**config.mk**
```make
export PLATFORM = sky130hd
export DESIGN_NAME = irq_ctl
export DESIGN_NICKNAME = d
export VERILOG_FILES = /design/src/rtl/irq_ctl_pkg.sv /design/src/rtl/irq_edge_det.sv /design/src/rtl/irq_flag_bank.sv /design/src/rtl/irq_ctl.sv
export SDC_FILE = /design/constraint.sdc
export NUM_CORES = 1
export LEC_CHECK = 0
export ABC_AREA = 1
export CORE_MARGIN = 4
export CORE_UTILIZATION = 37
export CTS_CLUSTER_DIAMETER = 30
export CTS_CLUSTER_SIZE = 12
export DETAILED_ROUTE_END_ITERATION = 10
export PLACE_DENSITY_LB_ADDON = 0.3
export SETUP_SLACK_MARGIN = 0.5
export SYNTH_ARGS = -nofsm -noshare
export SYNTH_HDL_FRONTEND = slang
export SYNTH_SLANG_ARGS = --single-unit
```
**constraint.sdc**
```tcl
create_clock -name clk_i -period 0.9 [get_ports clk_i]
set_input_delay 0.18 -clock clk_i [delete_from_list [all_inputs] [get_ports clk_i]]
set_output_delay 0.18 -clock clk_i [all_outputs]
set_load 0.02 [all_outputs]
```
**src/rtl/irq_ctl_pkg.sv**
```systemverilog
package irq_ctl_pkg;
  localparam int DATA_W = 8;
  localparam int FLAG_W = DATA_W - 1;
  localparam int SHIFT_BIT = 2;
  localparam int EDGE_BIT = 3;
  localparam int CTRL_RISE_BIT = 6;

  typedef enum logic [1:0] {
    SEL_DATA = 2'd0,
    SEL_CTRL = 2'd1,
    SEL_FLAG = 2'd2,
    SEL_EN   = 2'd3
  } reg_sel_e;
endpackage

```
**src/rtl/irq_edge_det.sv**
```systemverilog
module irq_edge_det #(
  parameter int  SYNC_STAGES = 2,
  parameter logic IDLE_LEVEL = 1'b1
) (
  input  logic clk_i,
  input  logic rst_ni,
  input  logic line_i,
  input  logic rise_sel_i,
  output logic edge_o
);
  localparam int MSB = SYNC_STAGES - 1;

  logic [MSB:0] sync_q;
  logic         prev_q;

  always_ff @(posedge clk_i or negedge rst_ni) begin
    if (!rst_ni) begin
      sync_q <= {SYNC_STAGES{IDLE_LEVEL}};
      prev_q <= IDLE_LEVEL;
    end else begin
      sync_q <= {sync_q[MSB-1:0], line_i};
      prev_q <= sync_q[MSB];
    end
  end

  assign edge_o = rise_sel_i ? (sync_q[MSB] & ~prev_q) : (~sync_q[MSB] & prev_q);
endmodule

```
**src/rtl/irq_flag_bank.sv**
```systemverilog
module irq_flag_bank #(
  parameter int          W = 8,
  parameter logic [7:0]  IMPL_MASK = 8'h0C
) (
  input  logic           clk_i,
  input  logic           rst_ni,
  input  logic [W-2:0]   set_i,
  input  logic [W-2:0]   clr_i,
  input  logic           en_wr_i,
  input  logic [W-1:0]   en_data_i,
  output logic [W-2:0]   flag_o,
  output logic [W-2:0]   en_o,
  output logic           any_o
);
  localparam int FW = W - 1;
  localparam logic [FW-1:0] IMPL = IMPL_MASK[FW-1:0];

  for (genvar i = 0; i < FW; i++) begin : g_bit
    if (IMPL[i]) begin : g_impl
      logic flag_q, en_q;
      always_ff @(posedge clk_i or negedge rst_ni) begin
        if (!rst_ni) begin
          flag_q <= 1'b0;
          en_q   <= 1'b0;
        end else begin
          // set wins over clear
          if (set_i[i])      flag_q <= 1'b1;
          else if (clr_i[i]) flag_q <= 1'b0;
          if (en_wr_i && en_data_i[i]) en_q <= en_data_i[W-1];
        end
      end
      assign flag_o[i] = flag_q;
      assign en_o[i]   = en_q;
    end else begin : g_tie
      assign flag_o[i] = 1'b0;
      assign en_o[i]   = 1'b0;
    end
  end

  assign any_o = |(flag_o & en_o);

  assert_en_set_R1: assert property (@(posedge clk_i) disable iff (!rst_ni)
    en_wr_i && en_data_i[W-1] |=>
      ((en_o & $past(en_data_i[FW-1:0])) == ($past(en_data_i[FW-1:0]) & IMPL)));

  assert_en_clr_R2: assert property (@(posedge clk_i) disable iff (!rst_ni)
    en_wr_i && !en_data_i[W-1] |=> ((en_o & $past(en_data_i[FW-1:0])) == '0));

  assert_flag_clr_R5: assert property (@(posedge clk_i) disable iff (!rst_ni)
    |(clr_i & ~set_i) |=> ((flag_o & $past(clr_i & ~set_i)) == '0));

  assert_set_wins_R9: assert property (@(posedge clk_i) disable iff (!rst_ni)
    |(set_i & IMPL) |=> ((flag_o & $past(set_i & IMPL)) == $past(set_i & IMPL)));
endmodule

```
**src/rtl/irq_ctl.sv**
```systemverilog
module irq_ctl
  import irq_ctl_pkg::*;
#(
  parameter int SYNC_STAGES = 2
) (
  input  logic              clk_i,
  input  logic              rst_ni,
  input  logic [1:0]        addr_i,
  input  logic [DATA_W-1:0] wr_data_i,
  input  logic              wr_i,
  input  logic              rd_i,
  input  logic              line_i,
  input  logic              shift_done_i,
  input  logic [DATA_W-1:0] shift_data_i,
  output logic [DATA_W-1:0] rd_data_o,
  output logic              irq_no,
  output logic              shift_start_o
);
  localparam logic [DATA_W-1:0] IMPL_MASK = DATA_W'((1 << SHIFT_BIT) | (1 << EDGE_BIT));

  reg_sel_e          sel;
  logic [DATA_W-1:0] ctrl_q;
  logic              edge_evt, data_rd, any_act, start_q;
  logic [FLAG_W-1:0] set_vec, clr_vec, flags, ens;

  assign sel     = reg_sel_e'(addr_i);
  assign data_rd = rd_i && (sel == SEL_DATA);

  always_ff @(posedge clk_i or negedge rst_ni) begin
    if (!rst_ni) begin
      ctrl_q  <= '0;
      start_q <= 1'b0;
    end else begin
      if (wr_i && sel == SEL_CTRL) ctrl_q <= wr_data_i;
      start_q <= data_rd;
    end
  end

  irq_edge_det #(.SYNC_STAGES(SYNC_STAGES), .IDLE_LEVEL(1'b1)) u_edge (
    .clk_i      (clk_i),
    .rst_ni     (rst_ni),
    .line_i     (line_i),
    .rise_sel_i (ctrl_q[CTRL_RISE_BIT]),
    .edge_o     (edge_evt)
  );

  always_comb begin
    set_vec = '0;
    set_vec[SHIFT_BIT] = shift_done_i;
    set_vec[EDGE_BIT]  = edge_evt;
    clr_vec = (wr_i && sel == SEL_FLAG) ? wr_data_i[FLAG_W-1:0] : '0;
    if (data_rd) clr_vec[SHIFT_BIT] = 1'b1;
  end

  irq_flag_bank #(.W(DATA_W), .IMPL_MASK(IMPL_MASK)) u_bank (
    .clk_i     (clk_i),
    .rst_ni    (rst_ni),
    .set_i     (set_vec),
    .clr_i     (clr_vec),
    .en_wr_i   (wr_i && sel == SEL_EN),
    .en_data_i (wr_data_i),
    .flag_o    (flags),
    .en_o      (ens),
    .any_o     (any_act)
  );

  always_comb begin
    unique case (sel)
      SEL_DATA: rd_data_o = shift_data_i;
      SEL_CTRL: rd_data_o = ctrl_q;
      SEL_FLAG: rd_data_o = {any_act, flags};
      SEL_EN:   rd_data_o = {1'b1, ens};
      default:  rd_data_o = '0;
    endcase
  end

  assign irq_no        = ~any_act;
  assign shift_start_o = start_q;

  assert_start_pulse_R7: assert property (@(posedge clk_i) disable iff (!rst_ni)
    data_rd |=> shift_start_o);

  assert_start_cause_R7: assert property (@(posedge clk_i) disable iff (!rst_ni)
    !data_rd |=> !shift_start_o);
endmodule

```
Word-level counts from Yosys, hierarchy flattened
Index checks and enable logic that the tools add are counted.
W data, S select, Z words.
{ "totals": {"regBits": 16, "wordCells": 35} }
{ "classes": {"eq_ne": 3, "mux": 8, "bitwise_logic": 6, "reduce_logical": 10} }
{ "op_table": {"columns": ["cell", "n"], "rows": [
  ["$pmux W8 S4", 1],
  ["$reduce_or A7 Y1", 1],
  ["$logic_and A1 B1 Y1", 6],
  ["$mux W1", 6],
  ["$and A4 B4 Y4", 1],
  ["$eq A2 B2 Y1 const B", 2],
  ["$mux W4", 1],
  ["$reduce_bool A2 Y1", 2],
  ["$not A1 Y1", 3],
  ["$and A1 B1 Y1", 2],
  ["$eq A2 B1 Y1 const B", 1],
  ["$logic_not A2 Y1", 1]
]} }

Depth between registers and ports, before layout
Gate-level depths: netlist (run 1).
{ "logic_depth": {"ltp_word": 6, "ltp_mapped": 6, "ltp_nobuf": 5} }

Cells and area by module
Synthesis (run 1) repeated with hierarchy kept, for this count alone.
{ "hier_totals": {"hier_cells": 147, "hier_area_um2": 1093.5} }
{ "modules_own_cells": {"columns": ["module", "n_inst", "cells_per_inst", "area_per_inst_um2"], "rows": [
  ["irq_ctl", 1, 104, 714.4],
  ["irq_flag_bank", 1, 34, 275.3],
  ["irq_edge_det", 1, 9, 103.8]
]} }

Least setup slack after synthesis (run 1)
Ideal clock, no wire load.
{ "synth_path": {"kind": "input to output", "from": "input port addr_i[0]", "to": "output port rd_data_o[6]", "t_arrival_ps": 831, "setup_slack_ps": -111, "stages": 6, "cell_sequence": "buf_4 inv_2 nor2_4 buf_6 nand2_1 nand2_1"} }
{ "synth_between": {"elab_chain_cells": 2, "elab_cells_between_ends": 5} }
{ "synth_lines": {"columns": ["item", "line_no", "text"], "rows": [
  ["start, declared", "irq_ctl.sv:8", "input logic [1:0] addr_i,"],
  ["$eq A2 B2 Y1, or another cell as far along", "irq_ctl.sv:68", "unique case (sel)"],
  ["$pmux W8 S4 *", "irq_ctl.sv:68", null],
  ["end, declared", "irq_ctl.sv:15", "output logic [DATA_W-1:0] rd_data_o,"]
]} }
Mark *: on every way between the ends. The rest lies on a longest branch, timed or not.

Final worst setup path (run 1)
{ "layout_path": {"from": "register u_bank.g_bit[2].g_impl.flag_q", "to": "output port rd_data_o[7]"} }
{ "layout_between": {"elab_chain_cells": 3} }
{ "layout_lines": {"columns": ["item", "line_no", "text"], "rows": [
  ["start, declared", "irq_flag_bank.sv:20", "logic flag_q, en_q;"],
  ["start signal, assigned", "irq_flag_bank.sv:23", "flag_q <= 1'b0;"],
  ["start signal, assigned", "irq_flag_bank.sv:27", "if (set_i[i]) flag_q <= 1'b1;"],
  ["start signal, assigned", "irq_flag_bank.sv:28", "else if (clr_i[i]) flag_q <= 1'b0;"],
  ["$and A4 B4 Y4", "irq_flag_bank.sv:40", "assign any_o = |(flag_o & en_o);"],
  ["$reduce_or A7 Y1", "irq_flag_bank.sv:40", null],
  ["$pmux W8 S4", "irq_ctl.sv:68", null]
]} }
No other way between the ends.

==> results.yml, run 1 <==
die:
  dieArea_mm2: 0.003032
  std_cell_rows: 16
  initial_utilization_pct: 40.13
  ios: 34
  coreArea_mm2: 0.002042
  die_width_um: 55.07
  die_h_um: 55.07
synth:
  synth_fa_ha_area_share_pct: 0
  synth_cell_types: 16
  synth_area_um2: 819.5
  synth_top_family_by_area: "simple AND/OR/NAND/NOR gates"
  synth_top_area_share_pct: 39.69
  yosysMostFrequentCell: "nand2_1"
  yosysSeqAreaShare_pct: 49.31
  ys_seq_elements: 16
  syn-num-nets: 130
  yosys_warnings: 0
  ys.flop_type: "dfrtp_1"
  synth_edf_count: 0
  synthMuxAreaShare_pct: 0
  yosys.area_share.simple_pct: 43.05
  synth-compound-area-share_pct: 0.6107
  synth_commonest_cells: "nand2_1, nand3_1, dfrtp_1, inv_1, nand4_1"
  syn_avg_cell_area_um2: 7.731
  synth_area_leaders: "dfrtp_1, nand2_1, nand3_1"
  synthCells: 106
  yosys.area.top_type: "dfrtp_1"
  async_reset_ff_share_pct: 100.0
  synth_xor_area_share_pct: 0
route:
  dr.pass1.iters: 5
  wl_per_cell_um: 14.18
  first_iter_violations: 20
  vias: 983
  via_per_inst: 4.965
  drtAntennaViolNets: 0
  drc: 0
  drt_wl_total_um: 2808
flow_run:
  cap_violations: 0
hold_path:
  worstHoldPathType: "input port to async pin"
pwr:
  peakVddDrop_mv: 1.633
  leakagePower_nw: 0.7955
  pwr_density_cell_mw_per_mm2: 1403
worst_setup_path:
  path_cells: "nand2_1 > nand2_2 > nand2_2 > nand3_2 > buf_6"
  cp.arrival_ps: 1140
  setup.worst_path.start: "u_bank.g_bit[2].g_impl.flag_q"
  crit_path_frequent_cell: "nand2_2"
  reg2reg_from: "ctrl_q[6]"
  critical_path_class: "register to output port"
  critPathCaptureType: "output port"
  cp.required_ps: 720
  crit_buf_inv: 1
  cpPeakStageDelay_ps: 430
  startpoint_type: "register"
  worstPathMaxFanout: 3
  cp_slowest_cell: "dfrtp_1"
  critPathTopFamily: "flip-flops"
grt:
  grt_pass1_vias: 1006
  antenna_found_initial: 0
  grt_max_degree: 11
  grtUsageTotal_pct: 19.50
  gr-total-overflow: 0
  grt_pass1_wl_um: 4236
cts:
  insertion_delay_ps: 290
  clk_pin_slew_worst_paths_ps: 90
  numClockSinks: 16
  htreeDepth: 1
  ctsHoldBuffers: 0
  root_buffer: "clkbuf_4"
  clock_path_buffers: 2
  cts_tree: "done"
  cts_inserted_buffers: 3
layout:
  final-seq-area_um2: 404.1
  area_growth_pct: 98.78
  drive_gt1_share_pct: 52.05
  multiInputGateArea_um2: 465.4
  fin_area_mm2: 0.001629
  stdcell_count: 198
  n_antenna_cell: 0
  filler_cell_count: 135
  num-nets-final: 196
  final_util_pct: 79.78
place:
  dp.cells: 180
  placed_area_mm2: 0.001328
  io_buffers: 33
  place_congestion: 0.8482
  place.detailed.hpwl_um: 1780
timing:
  fin_tns_setup_ps: -2734
  hold_viol_final: 0
  finalCriticalPeriod_ps: 1324
  worstMarginPinSlew_ps: 248.2
  fmax_ghz: 0.7555
  slew_headroom_pct: 83.42
  rsz0062_at_grt: "yes"
  drv_slew: 0
  finalSetupViolCount: 11
  fin_skew_ps: 0.1403
  fin_crit_sh_pct: 147.1
  timing.hold.ws_ps: 65.60
  fin_ws_ps: -423.7
status:
  status: "finished with violations"
  violations: "negative setup slack"
[per-stage QoR]
step	setup WS (ps)	power [mW]
4_1_cts	-429.3	2.124
5_1_grt	-486.6	2.406
3_5_place_dp	-1144	1.533
3_3_place_gp	-1118	1.512
6_report	-423.7	2.285
2_1_floorplan	-43.57	1.167
[repair_timing]
item,CTS,global route
resized for setup,98,28
cloned,1,0
pin swaps,12,13
buffers inserted,9,4
endpoints found under the setup margin,38,25
[metal layers]
metal	wire [um]	track usage (%)
met1	995	20.90
met2	1563	36.81
met3	186	4.290
met4	63	7.287
met5	0	0
[layout by cell type (no fill, tap or decap), drive strengths merged, types with 3 or more instances in the layout]
cell type	instances
nand2	50
buf	43
nand3	19
clkdlybuf4s50	16
dfrtp	13
inv	7
nor2	5
nand4	4
dlygate4sd2	4
clkbuf	4
dfstp	3
[flip-flops by register name (all words and copies together), names as in the netlist]
signal	flops
ctrl_q	8
shift_start_o	1
u_bank.g_bit.g_impl.en_q	2
u_bank.g_bit.g_impl.flag_q	2
u_edge.sync_q	2
u_edge.prev_q	1
[path summary, 6_finish.rpt]
path,depth (start not counted),endpoint,slack [ps]
min,2,u_bank.g_bit[3].g_impl.flag_q,70
max reg2reg,6,u_bank.g_bit[3].g_impl.flag_q,-30
max in group asynchronous,2,ctrl_q[5],720
min reg2reg,0,u_edge.sync_q[1],360
max,5,rd_data_o[7],-420
min in group clk_i,4,shift_start_o,210
[where the power goes]
| part | switching, mW | leakage (nW) | internal, mW | total (mW) |
|---|---|---|---|---|
| Combinational | 0.400 | 0.585 | 0.527 | 0.928 |
| Sequential | 0.0755 | 0.190 | 0.816 | 0.892 |
| Clock | 0.220 | 0.0210 | 0.247 | 0.466 |
| Total | 0.695 | 0.795 | 1.59 | 2.29 |
[logic make-up (layout without fill, tap and decap cells)]
logic type             Yosys count  after routing
flip-flops                      16             16
AO/OA/AOI/OAI                    1              1
AND/OR/NAND/NOR                 78             79
buffers and inverters           11             75
[area by class of cell]
| cell class | instances | area share (%) |
|---|---|---|
| Inverter | 7 | 2.074 |
| Sequential cell | 16 | 24.81 |
| Multi-Input combinational cell | 80 | 28.57 |
| Tap cell | 27 | 2.074 |
| Clock buffer | 4 | 2.227 |
| Timing Repair Buffer | 64 | 40.25 |
Note: power is estimated with default switching activity, not from simulation.
==> run 2: changes to the inputs <==
SKIP_CTS_REPAIR_TIMING = 1   (was not set)
==> run 2 against run 1 <==
The flow finishes with violations (negative hold slack, negative setup slack). Clock power barely moved. Sequential power shrank 1%. Critical path depth stayed put. Hold slack got worse by 110 ps. Via count is 4.5% lower. Maximum frequency increased by 1.8%. Critical path type unchanged.
==> results.yml, run 2 (same netlist as run 1, synthesis figures left out) <==
cts:
  clock_path_buffers: 2
  numClockSinks: 16
  root_buffer: "clkbuf_4"
  insertion_delay_ps: 280
  cts_inserted_buffers: 3
  clk_pin_slew_worst_paths_ps: 90
  cts_tree: "done"
  htreeDepth: 1
worst_setup_path:
  cp.arrival_ps: 1120
  critPathCaptureType: "output port"
  cp.required_ps: 720
  worstPathMaxFanout: 3
  startpoint_type: "register"
  critical_path_class: "register to output port"
route:
  drt_wl_total_um: 2476
  drtAntennaViolNets: 0
  first_iter_violations: 14
  vias: 939
  wl_per_cell_um: 12.90
  via_per_inst: 4.891
  drc: 0
  dr.pass1.iters: 4
layout:
  largest_register_ffs: 8
  final_common_cell: "nand2_1"
  top_register: "ctrl_q"
  filler_cell_count: 164
  drive_gt1_share_pct: 47.27
  stdcell_count: 192
  area_growth_pct: 86.41
  layout_common_cells: "nand2_1, nand2_2, nand3_1, buf_4, clkdlybuf4s50_1"
  fin_area_mm2: 0.001528
  n_antenna_cell: 0
  num-nets-final: 190
flow_run:
  cap_violations: 0
pwr:
  pwr_density_cell_mw_per_mm2: 1396
  leakagePower_nw: 0.7666
  peakVddDrop_mv: 1.611
die:
  coreArea_mm2: 0.002042
  dieArea_mm2: 0.003032
  die_h_um: 55.07
  std_cell_rows: 16
  initial_utilization_pct: 40.13
  ios: 34
  die_width_um: 55.07
timing:
  drv_slew: 0
  fmax_ghz: 0.7691
  fin_ws_ps: -400.2
  fin_crit_sh_pct: 144.5
  fin_tns_setup_ps: -2478
  slew_headroom_pct: 82.44
  fin_skew_ps: 0.2174
  timing.hold.ws_ps: -42.90
  finalCriticalPeriod_ps: 1300
  rsz0062_at_grt: "yes"
  worstMarginPinSlew_ps: 262.9
  hold_viol_final: 16
  finalSetupViolCount: 10
place:
  place.detailed.hpwl_um: 1780
  placed_area_mm2: 0.001328
  dp.cells: 180
  place_congestion: 0.8482
  io_buffers: 33
grt:
  gr-total-overflow: 0
  grt_pass1_vias: 900
  grt_max_degree: 11
  antenna_found_initial: 0
  grtUsageTotal_pct: 17.02
  grt_pass1_wl_um: 3732
hold_path:
  worstHoldPathType: "input port to async pin"
status:
  violations: "negative hold slack, negative setup slack"
  status: "finished with violations"
[run 2: metal layers]
metal / GRT usage, % / part of all wire, % / up-vias / routed length, um
met4: 5.668 / 1.5 / 0 / 36
met1: 19.57 / 36 / 445 / 894
li1: - / - / 460 / -
met3: 4.290 / 6.0 / 6 / 149
met2: 30.51 / 56 / 28 / 1396
met5: 0 / 0 / - / 0
[run 2: area by class of cell]
type                       instances  area (um2)  share of cell area, %
clock buffer                       4       36.28                  2.375
inverter                           7       31.28                  2.047
sequential                        16       404.1                  26.45
multi-input combinational         80       447.9                  29.32
timing repair buffer              58       574.3                  37.59
tap                               27       33.78                  2.211
[run 2: path summary, 6_finish.rpt]
kind / start / endpoint / slack, ps / cells past startpoint
max: u_bank.g_bit[2].g_impl.en_q / rd_data_o[7] / -400 / 5
min: rst_ni / u_bank.g_bit[3].g_impl.flag_q / -40 / 2
max reg2reg: u_bank.g_bit[2].g_impl.en_q / u_bank.g_bit[2].g_impl.en_q / 60 / 4
min reg2reg: u_edge.sync_q[0] / u_edge.sync_q[1] / 360 / 0
max in group asynchronous: rst_ni / ctrl_q[4] / 830 / 2
min in group clk_i: line_i / u_edge.sync_q[0] / 20 / 1
[run 2: report_power, final]
part / switching [mW] / internal [mW] / total (mW)
clock: 0.219 / 0.246 / 0.466
combinational: 0.358 / 0.428 / 0.786
sequential: 0.0646 / 0.816 / 0.880
total: 0.642 / 1.49 / 2.13
[run 2: per-stage QoR]
stage	hold slack [ps]	worst slack, ps	utilization, %	total power [mW]
2_1_floorplan	-115.6	-43.57	-	1.167
3_3_place_gp	348.8	-1118	65.01	1.512
3_5_place_dp	347.9	-1144	65.01	1.533
4_1_cts	289.6	-1153	66.79	2.004
5_1_grt	-32.95	-463.0	74.82	2.264
6_report	-42.90	-400.2	74.82	2.132
[run 2: worst max-delay path, cell delays in order, from the launching register on]
cell,delay [ps]
dfrtp_1,410
nand2_1,90
nand2_2,70
nand2_2,60
nand3_2,70
buf_6,140
==> run 3: changes to the inputs <==
CORE_UTILIZATION = 30   (was 37)
SYNTH_HIERARCHICAL = 1   (was not set)
==> run 3 against run 2 <==
The run still ends with negative hold slack, negative setup slack left. Critical path depth stayed put. Sequential share of layout area decreased by 4.2 points. Via count increased by 9.8%. Setup slack got worse by 42 ps. Maximum frequency decreased by 3.1%. Non-clock buffer count up 2. Critical endpoint unchanged. Register-to-register slack worse by 90 ps. Critical path type unchanged.
==> results.yml, run 3 <==
status:
  status: "finished with violations"
  violations: "negative hold slack, negative setup slack"
die:
  std_cell_rows: 21
  dieArea_mm2: 0.004519
  coreArea_mm2: 0.003363
  ios: 34
  die_width_um: 67.23
  die_h_um: 67.23
  initial_utilization_pct: 31.29
worst_setup_path:
  cp_slowest_cell: "dfrtp_1"
  reg2reg_from: "u_edge/sync_q[1]"
  reg2reg_to: "u_bank/g_bit[3].g_impl.flag_q"
  cp.required_ps: 720
  critPathTopFamily: "flip-flops"
  crit_buf_inv: 1
  worstPathMaxFanout: 2
  cpPeakStageDelay_ps: 380
  cp.arrival_ps: 1160
  critPathCaptureType: "output port"
  r2r_slack_ps: -30
  critical_path_class: "register to output port"
  worstRegToRegCells: 4
  startpoint_type: "register"
  path_cells: "nand2_1 > nand2_2 > o21ai_2 > nand3_2 > buf_6"
grt:
  grt_pass1_wl_um: 4146
  grt_pass1_vias: 942
  antenna_found_initial: 0
  grt_max_degree: 17
  grtUsageTotal_pct: 11.78
  gr-total-overflow: 0
cts:
  root_buffer: "clkbuf_4"
  clk_pin_slew_worst_paths_ps: 90
  clock_path_buffers: 2
  htreeDepth: 1
  cts_inserted_buffers: 3
  cts_tree: "done"
  numClockSinks: 16
  insertion_delay_ps: 280
layout:
  final_common_cell: "nand2_1"
  stdcell_count: 239
  largest_register_ffs: 8
  filler_cell_count: 323
  area_growth_pct: 72.53
  final_util_pct: 53.98
  layout_common_cells: "nand2_1, nand3_1, clkdlybuf4s50_1"
  drive_gt1_share_pct: 39.38
  top_register: "ctrl_q"
  num-nets-final: 218
  fin_area_mm2: 0.001815
  n_antenna_cell: 0
pwr:
  peakVddDrop_mv: 0.6669
  leakagePower_nw: 0.9124
  pwr_density_cell_mw_per_mm2: 1187
route:
  first_iter_violations: 65
  drtAntennaViolNets: 0
  via_per_inst: 4.314
  drt_wl_total_um: 2793
  dr.pass1.iters: 4
  drc: 0
  vias: 1031
  wl_per_cell_um: 11.69
place:
  io_buffers: 33
  place.detailed.hpwl_um: 2062
  placed_area_mm2: 0.001558
  place_congestion: 0.8468
  dp.cells: 226
  dpl_worst_slack_ps: -1082
synth:
  syn_avg_cell_area_um2: 7.737
  synth_area_mm2: 0.001052
  synthCells: 136
  yosys_warnings: 6
timing:
  fmax_ghz: 0.7450
  finalCriticalPeriod_ps: 1342
  rsz0062_at_grt: "yes"
  hold_viol_final: 13
  fin_skew_ps: 6.871
  fin_crit_sh_pct: 149.2
  timing.hold.ws_ps: -62.08
  drv_slew: 0
  finalSetupViolCount: 11
  fin_ws_ps: -442.4
flow_run:
  cap_violations: 0
hold_path:
  worstHoldPathType: "input port to async pin"
-- run 3: through the flow --
stage          TNS [ps]  power (mW)  hold slack (ps)
3_3_place_gp     -16880       1.616            348.2
3_5_place_dp     -17260       1.629            348.7
5_1_grt           -3743       2.290           -60.15
2_1_floorplan    -165.2       1.306           -115.6
6_report          -3048       2.155           -62.08
4_1_cts          -14020       2.023            216.4
-- run 3: worst max path at each step --
stage	startpoint	to	slack, ps	depth (start not counted)
2_1_floorplan	u_bank/g_bit[2].g_impl.flag_q	rd_data_o[2]	-40	3
3_5_place_dp	addr_i[1]	rd_data_o[7]	-1080	8
5_1_grt	u_bank/g_bit[2].g_impl.en_q	rd_data_o[7]	-520	5
3_3_place_gp	addr_i[1]	rd_data_o[7]	-1070	8
6_report	u_bank/g_bit[3].g_impl.flag_q	rd_data_o[7]	-440	5
4_1_cts	addr_i[1]	rd_data_o[7]	-1080	8
-- run 3: area by class of cell --
type / count / area (um2) / share of cell area [%]
Timing Repair Buffer: 60 / 661.9 / 36.46
Clock buffer: 4 / 26.28 / 1.447
Tap cell: 46 / 57.56 / 3.170
Multi-Input combinational cell: 99 / 580.6 / 31.98
Timing Repair inverter: 1 / 8.758 / 0.4824
Sequential cell: 16 / 404.1 / 22.26
Inverter: 13 / 76.32 / 4.204
-- run 3: where the power goes --
group          internal, mW  switching, mW  leakage [nW]
logic                 0.473          0.417         0.708
clock network         0.172          0.215        0.0150
registers             0.816         0.0627         0.189
-- run 3: layer usage --
layer  share of wire, %  vias to the layer above  track usage (%)  routed length, um
met5                  0                        -                0                  0
met4               0.57                        0            4.557                 16
met3                4.8                        2            1.165                135
met2                 49                       36            18.90               1359
met1                 46                      461            16.24               1282
li1                   -                      532                -                  -
